$ cat src/rtl/rcd_pkg.sv
package rcd_pkg;
   localparam int SLOT_W = 3;
   typedef enum logic [1:0] {
      SEQ_IDLE  = 2'd0,
      SEQ_READ  = 2'd1,
      SEQ_CLEAR = 2'd2
   } seq_state_e;
endpackage

$ cat src/rtl/rcd_edge_counter.sv
module rcd_edge_counter #(
   parameter int CNT_W = 3
) (
   input  logic             clk,
   input  logic             rst,
   input  logic             carrier_i,
   input  logic             hold_clr,
   output logic [CNT_W-1:0] cnt
);
   localparam logic [CNT_W-1:0] CNT_MAX = {CNT_W{1'b1}};

   logic carrier_q;
   logic drop;

   assign drop = carrier_q & ~carrier_i;

   always_ff @(posedge clk) begin
      if (rst) carrier_q <= 1'b0;
      else     carrier_q <= carrier_i;
   end

   always_ff @(posedge clk) begin
      if (rst || hold_clr)            cnt <= '0;
      else if (drop && cnt != CNT_MAX) cnt <= cnt + CNT_W'(1);
   end

   // count moves only by one step up, or back to zero
   assert_step_R1: assert property (@(posedge clk) disable iff (rst)
      (cnt != $past(cnt)) |-> (cnt == $past(cnt) + CNT_W'(1) || cnt == '0));

   // a full count never wraps while no clear is requested
   assert_sat_R10: assert property (@(posedge clk) disable iff (rst)
      (cnt == CNT_MAX && !hold_clr) |=> (cnt == CNT_MAX));
endmodule

$ cat src/rtl/rcd_sync_timer.sv
module rcd_sync_timer #(
   parameter int SYNC_TICKS = 35
) (
   input  logic clk,
   input  logic rst,
   input  logic tick,
   input  logic carrier_i,
   output logic sync_fire
);
   localparam int TW = $clog2(SYNC_TICKS + 1);
   localparam logic [TW-1:0] LIMIT = TW'(SYNC_TICKS);
   localparam logic [TW-1:0] LAST  = TW'(SYNC_TICKS - 1);

   generate
      if (SYNC_TICKS < 2) begin : g_bad_sync
         $error("SYNC_TICKS must be at least 2");
      end
   endgenerate

   logic [TW-1:0] run;

   always_ff @(posedge clk) begin
      if (rst || !carrier_i) begin
         run       <= '0;
         sync_fire <= 1'b0;
      end else begin
         sync_fire <= tick && (run == LAST);
         if (tick && run != LIMIT) run <= run + TW'(1);
      end
   end

   // sync only follows a clock with carrier present
   assert_fire_R5: assert property (@(posedge clk) disable iff (rst)
      sync_fire |-> $past(carrier_i));

   // one pulse per long interval
   assert_once_R5: assert property (@(posedge clk) disable iff (rst)
      sync_fire |=> !sync_fire);

   // no progress without a tick
   assert_gate_R6: assert property (@(posedge clk) disable iff (rst)
      (!tick && carrier_i) |=> $stable(run));
endmodule

$ cat src/rtl/rcd_oneshot_seq.sv
module rcd_oneshot_seq
   import rcd_pkg::*;
#(
   parameter int READ_TICKS  = 100,
   parameter int CLEAR_TICKS = 100
) (
   input  logic clk,
   input  logic rst,
   input  logic tick,
   input  logic sync_fire,
   output logic read_en,
   output logic clr_en
);
   localparam int MAXW = (READ_TICKS > CLEAR_TICKS) ? READ_TICKS : CLEAR_TICKS;
   localparam int TW   = $clog2(MAXW + 1);

   generate
      if (READ_TICKS < 1 || CLEAR_TICKS < 1) begin : g_bad_win
         $error("window lengths must be at least 1");
      end
   endgenerate

   seq_state_e    st;
   logic [TW-1:0] left;

   always_ff @(posedge clk) begin
      if (rst) begin
         st   <= SEQ_IDLE;
         left <= '0;
      end else begin
         unique case (st)
            SEQ_IDLE: begin
               if (sync_fire) begin
                  st   <= SEQ_READ;
                  left <= TW'(READ_TICKS);
               end
            end
            SEQ_READ: begin
               if (tick) begin
                  if (left == TW'(1)) begin
                     st   <= SEQ_CLEAR;
                     left <= TW'(CLEAR_TICKS);
                  end else begin
                     left <= left - TW'(1);
                  end
               end
            end
            SEQ_CLEAR: begin
               if (tick) begin
                  if (left == TW'(1)) st <= SEQ_IDLE;
                  else                left <= left - TW'(1);
               end
            end
            default: st <= SEQ_IDLE;
         endcase
      end
   end

   assign read_en = (st == SEQ_READ);
   assign clr_en  = (st == SEQ_CLEAR);

   // sync in idle opens the read window
   assert_read_R7: assert property (@(posedge clk) disable iff (rst)
      (st == SEQ_IDLE && sync_fire) |=> read_en);

   // a closing read window hands over to the clear window
   assert_clear_R8: assert property (@(posedge clk) disable iff (rst)
      $fell(read_en) |-> clr_en);
endmodule

$ cat src/rtl/rc_frame_decoder.sv
module rc_frame_decoder
   import rcd_pkg::*;
#(
   parameter int SYNC_TICKS  = 35,
   parameter int READ_TICKS  = 100,
   parameter int CLEAR_TICKS = 100,
   parameter int N_ANALOG    = 2
) (
   input  logic clk,
   input  logic rst,
   input  logic tick,
   input  logic carrier_i,
   output logic servo1_o,
   output logic servo2_o,
   output logic dig_a_o,
   output logic dig_b_o
);
   localparam int SLOTS = (1 << SLOT_W) - 1;

   generate
      if (N_ANALOG != 2 || N_ANALOG >= SLOTS) begin : g_bad_analog
         $error("N_ANALOG must be 2");
      end
   endgenerate

   logic [SLOT_W-1:0]   cnt;
   logic                sync_fire;
   logic                read_en;
   logic                clr_en;
   logic [N_ANALOG-1:0] servo_v;

   rcd_edge_counter #(.CNT_W(SLOT_W)) u_cnt (
      .clk       (clk),
      .rst       (rst),
      .carrier_i (carrier_i),
      .hold_clr  (clr_en),
      .cnt       (cnt)
   );

   rcd_sync_timer #(.SYNC_TICKS(SYNC_TICKS)) u_sync (
      .clk       (clk),
      .rst       (rst),
      .tick      (tick),
      .carrier_i (carrier_i),
      .sync_fire (sync_fire)
   );

   rcd_oneshot_seq #(.READ_TICKS(READ_TICKS), .CLEAR_TICKS(CLEAR_TICKS)) u_seq (
      .clk       (clk),
      .rst       (rst),
      .tick      (tick),
      .sync_fire (sync_fire),
      .read_en   (read_en),
      .clr_en    (clr_en)
   );

   generate
      for (genvar i = 0; i < N_ANALOG; i++) begin : g_slot
         assign servo_v[i] = !rst && (cnt == SLOT_W'(i + 1));
      end
   endgenerate

   assign servo1_o = servo_v[0];
   assign servo2_o = servo_v[1];

   always_ff @(posedge clk) begin
      if (rst) begin
         dig_a_o <= 1'b0;
         dig_b_o <= 1'b0;
      end else if (read_en) begin
         dig_a_o <= cnt[0];
         dig_b_o <= cnt[1];
      end
   end

   // digital outputs move only during a read window
   assert_hold_R9: assert property (@(posedge clk) disable iff (rst)
      !read_en |=> $stable({dig_a_o, dig_b_o}));

   // the second slot pulse starts as the first one ends
   assert_order_R3: assert property (@(posedge clk) disable iff (rst)
      $rose(servo2_o) |-> $fell(servo1_o));
endmodule

$ cat config.mk
export PLATFORM = sky130hd
export DESIGN_NAME = rc_frame_decoder
export DESIGN_NICKNAME = d
export VERILOG_FILES = /design/src/rtl/rcd_pkg.sv /design/src/rtl/rcd_edge_counter.sv /design/src/rtl/rcd_sync_timer.sv /design/src/rtl/rcd_oneshot_seq.sv /design/src/rtl/rc_frame_decoder.sv
export SDC_FILE = /design/constraint.sdc
export NUM_CORES = 1
export LEC_CHECK = 0
export ABC_AREA = 1
export BUFFER_PORTS_ARGS = -buffer_cell sky130_fd_sc_hd__buf_2
export CAP_MARGIN = 10
export CORE_ASPECT_RATIO = 0.9
export CORE_UTILIZATION = 50
export CTS_BUF_LIST = sky130_fd_sc_hd__clkbuf_2 sky130_fd_sc_hd__clkbuf_4 sky130_fd_sc_hd__clkbuf_8
export DETAILED_ROUTE_END_ITERATION = 10
export MAX_ROUTING_LAYER = met4
export PLACE_DENSITY = 0.74
export SLEW_MARGIN = 25
export SYNTH_ARGS = -nofsm -noshare
export SYNTH_HDL_FRONTEND = slang
export SYNTH_SLANG_ARGS = --single-unit
$ cat constraint.sdc
create_clock -name clk -period 3.5 [get_ports clk]
set_input_delay 0.525 -clock clk [delete_from_list [all_inputs] [get_ports clk]]
set_output_delay 0.525 -clock clk [all_outputs]
set_load 0.05 [all_outputs]
==> results of run 1 <==
[metrics by stage]
step	hold slack, ps	instances
after floorplan	464	174
after global placement	481	208
after detailed placement	489	208
after CTS	385	211
after global routing	380	211
final	392	211
[state kept, by name, indices dropped and copies added, names as in the netlist]
| name | count |
|---|---|
| dig_a_o | 1 |
| dig_b_o | 1 |
| u_cnt.carrier_q | 1 |
| u_cnt.cnt | 3 |
| u_seq.left | 7 |
| u_seq.st | 2 |
| u_sync.run | 6 |
| u_sync.sync_fire | 1 |
[cells in the mapped netlist, drive strengths merged]
cell type / number
nand4: 4
xnor2: 1
nor2: 27
nor3b: 1
nand3: 10
inv: 26
o21ai: 11
nor3: 4
a21oi: 14
ha: 13
dfxtp: 22
nand2: 37
xor2: 4
[logic make-up (layout without fill, tap and decap cells)]
group	Yosys count	in the layout	share of synthesized area [%]
AO/OA/AOI/OAI	25	25	11.1
XOR/XNOR	5	5	3.48
adder cells (fa/ha/maj)	13	13	12.9
buffers and inverters	26	36	7.75
flip-flops	22	22	35.0
AND/OR/NAND/NOR	83	83	29.8
[final cells by class]
class,instances,area (um2)
fillers,225,931
multi-input cells,126,722
flip-flops and latches,22,440
inverters,26,97.6
repair buffers,7,35.0
well taps,27,33.8
clock buffers,3,22.5
[layer usage]
layer | GRT usage, % | vias to the layer above | share of wire (%)
met3 | 6.48 | 4 | 4.1
met5 | - | - | 0
met4 | 6.25 | 0 | 0.99
li1 | - | 574 | -
met1 | 24.0 | 494 | 46
met2 | 37.3 | 22 | 49
[how the worst max path moves through the flow]
stage,start,slack (ps),endpoint,cells after the start
6_report,u_cnt.cnt[0],1650,servo2_o,5
5_1_grt,u_cnt.cnt[0],1520,servo2_o,5
4_1_cts,u_cnt.cnt[0],1620,servo2_o,5
3_5_place_dp,rst,1680,servo2_o,5
3_3_place_gp,rst,1730,servo1_o,5
2_1_floorplan,rst,1600,servo1_o,3
[power breakdown]
group	total, mW	switching [mW]	internal (mW)
clock network	0.117	0.0771	0.0403
logic	0.429	0.285	0.144
registers	0.333	0.0390	0.294
total	0.879	0.401	0.478
[worst max-delay path: stages, from the launching register on]
cell     delay (ps)
dfxtp_1         350
inv_1           110
ha_1            160
nand2_1          50
nor2_1           80
buf_2           260
==> metrics.csv, run 1 <==
stage,metric,value,unit
placed_design,Port Buffer Count,7,
pwr,Leak,0.607,nW
pwr,PwrDens,650,nW/um2
cts,CTS resizes,0,
worst_setup_path,reg2reg setup slack,1730,ps
pwr,Worst VDD drop,0.000477,V
worst_setup_path,r2r endpoint,u_seq.left[3],
cts,clock tree sinks,22,
final_layout,share of cells above drive strength 1,11.4,%
cts,H-tree Lvls,1,
cts,Clock transition at path regs,120,ps
worst_hold_path,Worst Hold End,u_seq.left[6],
grt,global-route usage over all layers,21.9,%
routing,number of routed nets with antenna violations,0,
worst_hold_path,start point of the worst hold path,rst,
synthesis,sequential element share of the synthesized area,35.0,%
grt,GRT overflow,0,
grt,first-pass GRT wire length,4200,um
final_layout,final core occ,59.2,%
placed_design,Post-DP HPWL,1870,um
worst_setup_path,Crit Reg-Reg Startpoint,u_seq.st[1],
cts,clock latency on the worst-skew pair,310,ps
timing,RSZ-0062 raised after global routing,false,
timing,worst setup margin,1650,ps
timing,"Slew Viols, Final",0,
timing,Final min period,1850,ps
cts,postcts setup bufs,0,
die,Die Ht,49.6,um
synthesis,Ys Warns,0,
synthesis,share of the synthesized area in the top cell type,35.0,%
die,Core ar.,2280,um2
pwr,Overall Power,0.879,mW
final_layout,Finished Cell Area,1350,um2
timing,hold violation count in the final report,0,
timing,achievable frequency,540,MHz
routing,via/cell ratio,5.18,
routing,Post-Route WL,2440,um
die,row cnt,16,
timing,clock skew,3.02,ps
die,Die ar.,2730,um2
routing,Vias,1094,
worst_hold_path,Hold Path Depth,2,
cts,maximum buffer depth of the clock tree,2,
final_layout,"most common cell after layout, fill and taps aside",nand2_1,
routing,DRC,0,
worst_hold_path,HP Class,in2reg,
placed_design,pre-CTS WS,1680,ps
final_layout,most frequent cells in the layout,"35 x nand2_1, 24 x inv_1, 24 x nor2_1, 22 x dfxtp_1",
synthesis,Mapped Nets,191,
worst_setup_path,CP Capture Type,primary output,
timing,relative slew slack,70.8,%
synthesis,synthesized area,1260,um2
die,Die W,54.9,um
die,io pins,8,
grt,initial antenna violation count,0,
synthesis,"area leader, netlist",dfxtp_1,
worst_setup_path,data arrival time of the worst path,1330,ps
synthesis,syn avg cell area,7.24,um2
worst_setup_path,CP Class,reg2out,
worst_setup_path,Worst Reg-to-Reg Cells,11,
routing,1st-iter DRT viols,26,
timing,setup_tns,0,ps
status,status,"complete, no violations",
grt,largest net degree at the start of global routing,12,
worst_setup_path,worst endpoint required time,2970,ps
worst_setup_path,CP max FO,4,
final_layout,area grow syn2layout,7.25,%
cts,# hold bufs at CTS,0,
worst_setup_path,Startpoint Class,register,
placed_design,placed cell area,1330,um2
routing,WL per Instance,11.5,um
cts,CTS tree,yes,
synthesis,Synth cell types,22,
timing,final number of setup-violating endpoints,0,
die,Initial Util,55.2,%
synthesis,Synth area leaders,"dfxtp_1 35%, ha_1 13%, nand2_1 10%",
final_layout,"Net count, final",203,
cts,CTS Root Buffer Type,clkbuf_4,
final_layout,Ant. Diodes,0,
synthesis,Seq cells post-synth,22,
cts,CTS buffer count,3,
synthesis,Syn Inst Count,174,
flow_run,max cap viols,0,
placed_design,placer congestion estimate,0.792,
routing,First-pass DRT Iterations,4,
timing,post-route clock period utilization,52.9,%
grt,via count of the first global-routing pass,1035,
timing,Worst Max-Slew Pin Slew,435,ps
Note: power is estimated with default switching activity, not from simulation.
==> run 2, diff against run 1 <==
Settings changed: PLACE_DENSITY 0.74 to 0.76.
Clock period 3.5 ns to 1.65 ns, I/O delays scaled along.
==> run 2 against run 1 <==
Power rose by 140%. Via count rose by 0.27%. Routed wire length fell by 1.5%. Non-clock buffer count rose by 7. Worst setup slack got worse by 1600 ps. Critical endpoint is now servo1_o. Largest cell class unchanged.
==> metrics.csv, run 2 (same netlist as run 1, synthesis figures left out) <==
stage,metric,value,unit,change
grt,largest net degree at the start of global routing,14,,+2
cts,CTS tree,yes,,
placed_design,Post-DP HPWL,1800,um,-4.1%
cts,Clock transition at path regs,120,ps,about the same
worst_setup_path,Startpoint Class,register,,
die,Initial Util,55.2,%,unchanged
timing,RSZ-0062 raised after global routing,true,,
worst_setup_path,CP max FO,3,,-1
final_layout,Ant. Diodes,0,,unchanged
placed_design,placer congestion estimate,0.823,,+3.9%
routing,Vias,1097,,+0.27%
routing,1st-iter DRT viols,18,,-31%
routing,DRC,0,,unchanged
final_layout,biggest registers after layout,"u_seq.left x7, u_sync.run x6, u_cnt.cnt x3",,
timing,"Slew Viols, Final",0,,unchanged
timing,Final min period,1550,ps,
timing,setup_tns,0,ps,unchanged
grt,initial antenna violation count,0,,unchanged
placed_design,Port Buffer Count,7,,unchanged
grt,first-pass GRT wire length,3970,um,-5.4%
final_layout,area grow syn2layout,16.7,%,
pwr,Leak,0.659,nW,+8.6%
die,Core ar.,2280,um2,unchanged
final_layout,fillers,201,,-11%
grt,global-route usage over all layers,20.6,%,-1.3 points
timing,Worst Max-Slew Pin Slew,410,ps,-24.3 ps
worst_setup_path,CP Capture Type,primary output,,
worst_setup_path,data arrival time of the worst path,1310,ps,-20 ps
pwr,Sw Ratio,40.6,%,-5.0 points
cts,CTS buffer count,3,,unchanged
pwr,PwrDens,1460,nW/um2,+120%
routing,First-pass DRT Iterations,4,,unchanged
pwr,Seq pwr share,33.2,%,-4.6 points
final_layout,share of cells above drive strength 1,19.3,%,+7.9 points
timing,relative slew slack,72.4,%,+1.6 points
pwr,Combinational Power Share,47.8,%,-1.0 points
worst_setup_path,worst endpoint required time,1400,ps,-1570 ps
timing,achievable frequency,644,MHz,
worst_setup_path,CP Class,reg2out,,
die,Die Ht,49.6,um,unchanged
routing,number of routed nets with antenna violations,0,,unchanged
timing,clock skew,4.50,ps,+1.48 ps
cts,clock latency on the worst-skew pair,310,ps,about the same
flow_run,max cap viols,0,,unchanged
routing,WL per Instance,11.0,um,-5.1%
grt,via count of the first global-routing pass,983,,-5.0%
timing,final number of setup-violating endpoints,0,,unchanged
pwr,Overall Power,2.15,mW,+140%
routing,Post-Route WL,2400,um,-1.5%
timing,hold violation count in the final report,0,,unchanged
routing,via/cell ratio,5.01,,-3.4%
die,Die W,54.9,um,unchanged
die,io pins,8,,unchanged
pwr,Clk network pwr share,19.0,%,+5.6 points
pwr,Worst VDD drop,0.00111,V,+130%
final_layout,"most common cell after layout, fill and taps aside",nand2_1,,
final_layout,"Net count, final",210,,+3.4%
final_layout,Top reg by flops,u_seq.left,,
cts,H-tree Lvls,1,,unchanged
grt,GRT overflow,0,,unchanged
cts,maximum buffer depth of the clock tree,2,,unchanged
final_layout,max FFs per register,7,,unchanged
pwr,Int Pwr,1.27,mW,+170%
pwr,switching pwr,0.871,mW,+120%
die,Die ar.,2730,um2,unchanged
status,status,"complete, no violations",,
cts,CTS Root Buffer Type,clkbuf_4,,
final_layout,most frequent cells in the layout,"35 x nand2_1, 23 x nor2_1, 22 x inv_1, 20 x dfxtp_1, 13 x a21oi_1",,
cts,clock tree sinks,22,,unchanged
worst_hold_path,HP Class,in2reg,,
timing,post-route clock period utilization,94.1,%,
die,row cnt,16,,unchanged
-- run 2: changes by cell type in the layout (fill, tap and decap cells not counted), moves of 2 or more --
cell,delta
buf_4,+7
dfxtp_1,-2
dfxtp_2,+2
ha_1,-2
inv_1,-2
inv_4,+2
-- run 2: critical path, stage by stage (launching register included) --
cell     delay (ps)
dfxtp_1         350
inv_1           100
ha_1            160
nand2_1          60
nor2_1           70
buf_2           260
-- run 2: power by group through the flow --
stage | Combinational, mW | Sequential (mW) | Clock (mW)
floorplan | 0.682 | 0.746 | 0
global placement | 0.880 | 0.710 | 0
detailed placement | 0.904 | 0.712 | 0
CTS | 0.907 | 0.702 | 0.424
global route | 1.16 | 0.726 | 0.437
finish | 1.03 | 0.713 | 0.407
-- run 2: metrics by stage --
step | instances | worst slack, ps | hold WS (ps) | instance area [um2] | util [%]
4_1_cts | 214 | 4.13 | 126 | 1400 | 61.2
6_report | 219 | 97.0 | 142 | 1470 | 64.4
2_1_floorplan | 174 | 168 | 317 | 1260 | -
3_3_place_gp | 210 | 135 | 477 | 1340 | 58.9
5_1_grt | 219 | -49.2 | 128 | 1470 | 64.4
3_5_place_dp | 210 | 36.6 | 482 | 1340 | 58.9
-- run 2: worst paths after layout --
check / slack, ps / start / to / cells after the start
max: 100 / u_cnt.cnt[1] / servo1_o / 5
min: 140 / rst / u_seq.left[6] / 2
max reg2reg: 110 / u_seq.st[1] / u_seq.left[0] / 10
min reg2reg: 510 / u_sync.run[5] / u_sync.run[5] / 2
-- run 2: what timing repair did --
action,CTS,global route
endpoints found under the setup margin,0,11
hold buffers,0,0
buffers inserted,0,5
resized for setup,0,14
-- run 2: layer usage --
layer | global-route usage (%) | vias to the layer above | share of wire, %
li1 | - | 587 | -
met1 | 24.5 | 490 | 47
met2 | 32.9 | 18 | 48
met3 | 6.48 | 2 | 3.8
met4 | 5.42 | 0 | 1.0
met5 | - | - | 0
-- run 2: area by class of cell --
type | instances | area (um2) | area share (%)
clock buffers | 3 | 22.5 | 1.53
clock inverters | 1 | 30.0 | 2.04
inverters | 26 | 103 | 6.98
multi-input cells | 126 | 744 | 50.6
flip-flops and latches | 22 | 443 | 30.1
well taps | 27 | 33.8 | 2.30
repair buffers | 14 | 93.8 | 6.38
==> run 3, diff against run 2 <==
Settings changed: PLACE_DENSITY 0.76 to 0.69.
==> run 3 against run 2 <==
Clock power decreased by 27%. Highest routed layer unchanged. Cell area fell by 0.17%. Power decreased by 2.5%. First-iteration DRC count up 17%. Global-route usage grew 1.4 points. Non-clock buffer count is 2 lower. Sequential share of layout area is 0.22 points higher. Combinational power up 4%. Via count increased by 2.5%. Maximum frequency is 4.5% lower.
==> metrics.csv, run 3 (same netlist as run 1, synthesis figures left out) <==
stage,metric,value,unit,change
die,Initial Util,55.2,%,unchanged
grt,global-route usage over all layers,22.0,%,+1.4 points
worst_setup_path,CP Capture Type,register,,
worst_hold_path,start point of the worst hold path,rst,,
worst_setup_path,"Slowest-stage cell, CP",dfxtp_4,,
cts,maximum buffer depth of the clock tree,2,,unchanged
final_layout,Ant. Diodes,0,,unchanged
worst_setup_path,CP max FO,7,,+4
timing,hold violation count in the final report,0,,unchanged
worst_hold_path,Worst Hold End,u_seq.left[6],,
worst_hold_path,Hold Path Depth,2,,unchanged
pwr,Combinational Power Share,51.3,%,+3.5 points
cts,CTS tree,yes,,
grt,initial antenna violation count,0,,unchanged
routing,1st-iter DRT viols,21,,+3
grt,largest net degree at the start of global routing,13,,-1
timing,final number of setup-violating endpoints,0,,unchanged
final_layout,fillers,188,,-6.5%
routing,First-pass DRT Iterations,4,,unchanged
pwr,Sw Ratio,44.0,%,+3.4 points
timing,Final min period,1630,ps,+73.4 ps
timing,Worst Max-Slew Pin Slew,565,ps,+155 ps
cts,CTS Root Buffer Type,clkbuf_4,,
final_layout,most frequent cells in the layout,"34 x nand2_1, 23 x nor2_1, 21 x inv_1, 20 x dfxtp_1, 13 x a21oi_1",,
worst_setup_path,Startpoint Class,register,,
pwr,Leak,0.644,nW,-2.2%
status,status,"complete, no violations",,
final_layout,Finished Cell Area,1470,um2,-0.17%
grt,first-pass GRT wire length,4270,um,+7.5%
timing,"Slew Viols, Final",0,,unchanged
final_layout,area grow syn2layout,16.5,%,
die,Die Ht,49.6,um,unchanged
timing,Worst Hold Slack,138,ps,-4.54 ps
placed_design,placed cells,209,,-0.48%
worst_setup_path,Crit Reg-Reg Startpoint,u_seq.st[1],,
routing,WL per Instance,12.4,um,+13%
worst_setup_path,reg2reg setup slack,20,ps,-90 ps
cts,clock tree sinks,22,,unchanged
worst_setup_path,"Largest stage delay, worst path",400,ps,+50 ps
die,Core ar.,2280,um2,unchanged
timing,relative slew slack,62.0,%,-10 points
final_layout,share of cells above drive strength 1,18.9,%,-0.32 points
die,Die ar.,2730,um2,unchanged
pwr,switching pwr,0.922,mW,+5.8%
routing,Vias,1124,,+2.5%
grt,via count of the first global-routing pass,1041,,+5.9%
worst_setup_path,data arrival time of the worst path,1870,ps,+560 ps
final_layout,fin cells,217,,-0.91%
grt,GRT overflow,0,,unchanged
pwr,Worst VDD drop,0.000747,V,-33%
placed_design,placed cell area,1340,um2,-0.56%
timing,clock skew,6.40,ps,+1.89 ps
placed_design,Post-DP HPWL,1940,um,+7.9%
cts,clock latency on the worst-skew pair,310,ps,about the same
timing,achievable frequency,615,MHz,-4.5%
pwr,Seq pwr share,34.5,%,+1.3 points
worst_setup_path,"Critical Path, Cell by Cell","inv_2, ha_4, inv_4, nand2_4, a21oi_4, nand2_2, nor2_4, nand2_1, nand2_1, nand2_1, nor2_1",,
final_layout,Top reg by flops,u_seq.left,,
final_layout,max FFs per register,7,,unchanged
final_layout,"most common cell after layout, fill and taps aside",nand2_1,,
routing,via/cell ratio,5.18,,+3.4%
placed_design,Port Buffer Count,7,,unchanged
routing,number of routed nets with antenna violations,0,,unchanged
worst_setup_path,Worst Reg-to-Reg Cells,11,,+1
worst_setup_path,CP most frequent cell,nand2_1,,
die,row cnt,16,,unchanged
die,Die W,54.9,um,unchanged
pwr,PwrDens,1430,nW/um2,-2.3%
cts,CTS buffer count,3,,unchanged
flow_run,max cap viols,0,,unchanged
timing,RSZ-0062 raised after global routing,true,,
final_layout,biggest registers after layout,"u_seq.left x7, u_sync.run x6, u_cnt.cnt x3",,
worst_setup_path,CP Class,reg2reg,,
worst_setup_path,r2r endpoint,u_seq.left[4],,
final_layout,"Net count, final",208,,-0.95%
placed_design,placer congestion estimate,0.898,,+9.1%
cts,# hold bufs at CTS,0,,unchanged
pwr,Clk network pwr share,14.2,%,-4.8 points
worst_hold_path,HP Class,in2reg,,
cts,H-tree Lvls,1,,unchanged
timing,post-route clock period utilization,98.6,%,+4.4 points
worst_setup_path,worst endpoint required time,1900,ps,+500 ps
cts,Clock transition at path regs,120,ps,about the same
pwr,Int Pwr,1.17,mW,-8.1%
routing,DRC,0,,unchanged
final_layout,final core occ,64.3,%,-0.11 points
die,io pins,8,,unchanged
routing,Post-Route WL,2690,um,+12%
[run 3: changes by cell type in the layout (fill, tap and decap cells not counted), sizes merged]
cell / previous run / this run
bufinv: 1 / 0
clkbuf: 3 / 4
buf: 14 / 12
[run 3: critical path: cells and delay by family (launching register included)]
kind | cells | cell delay [ps]
AOI/OAI and AO/OA | 1 | 220
adders and majority gates | 1 | 170
buffers and inverters | 2 | 130
DFF | 1 | 400
and+or+nand+nor | 7 | 640
[run 3: worst max-delay path by stage]
stage	from	to	cells after the start
CTS	u_seq.st[0]	u_seq.left[1]	8
global placement	u_seq.st[0]	u_seq.left[3]	10
floorplan	u_cnt.cnt[0]	servo2_o	4
detailed placement	u_seq.st[0]	u_seq.left[1]	8
finish	u_seq.st[1]	u_seq.left[4]	11
global route	u_seq.st[1]	u_seq.left[4]	11
[run 3: layout make-up]
class / count / area [um2] / area share, %
inverter: 26 / 103 / 6.99
timing repair buffer: 12 / 82.6 / 5.63
tap: 27 / 33.8 / 2.30
multi-input combinational: 126 / 767 / 52.3
sequential: 22 / 445 / 30.3
clock buffer: 4 / 36.3 / 2.47
[run 3: timing repair]
action,in CTS,in global routing
gates resized for setup,1,19
setup endpoints to repair,3,9
setup buffers,0,4
pin swaps,0,7
[run 3: power by group through the flow]
stage                     Clock (mW)  Combinational, mW  Sequential, mW
after floorplan                    0              0.682           0.746
final                          0.296               1.07           0.723
after global routing           0.325               1.21           0.733
after global placement             0              0.875           0.716
after CTS                      0.305              0.925           0.706
after detailed placement           0              0.904           0.719
[run 3: routing by layer]
layer | vias to the layer above | track usage, % | wire length, um
li1 | 584 | - | -
met1 | 517 | 26.7 | 1290
met2 | 21 | 36.5 | 1300
met3 | 2 | 5.56 | 89
met4 | 0 | 3.75 | 15
met5 | - | - | 0
[run 3: stage by stage]
step | setup TNS [ps] | power (mW) | setup WS (ps)
2_1_floorplan | 0 | 1.43 | 168
3_3_place_gp | 0 | 1.59 | 132
4_1_cts | -2.90 | 1.94 | -2.90
3_5_place_dp | 0 | 1.62 | 2.43
6_report | 0 | 2.09 | 23.6
5_1_grt | -135 | 2.26 | -65.6
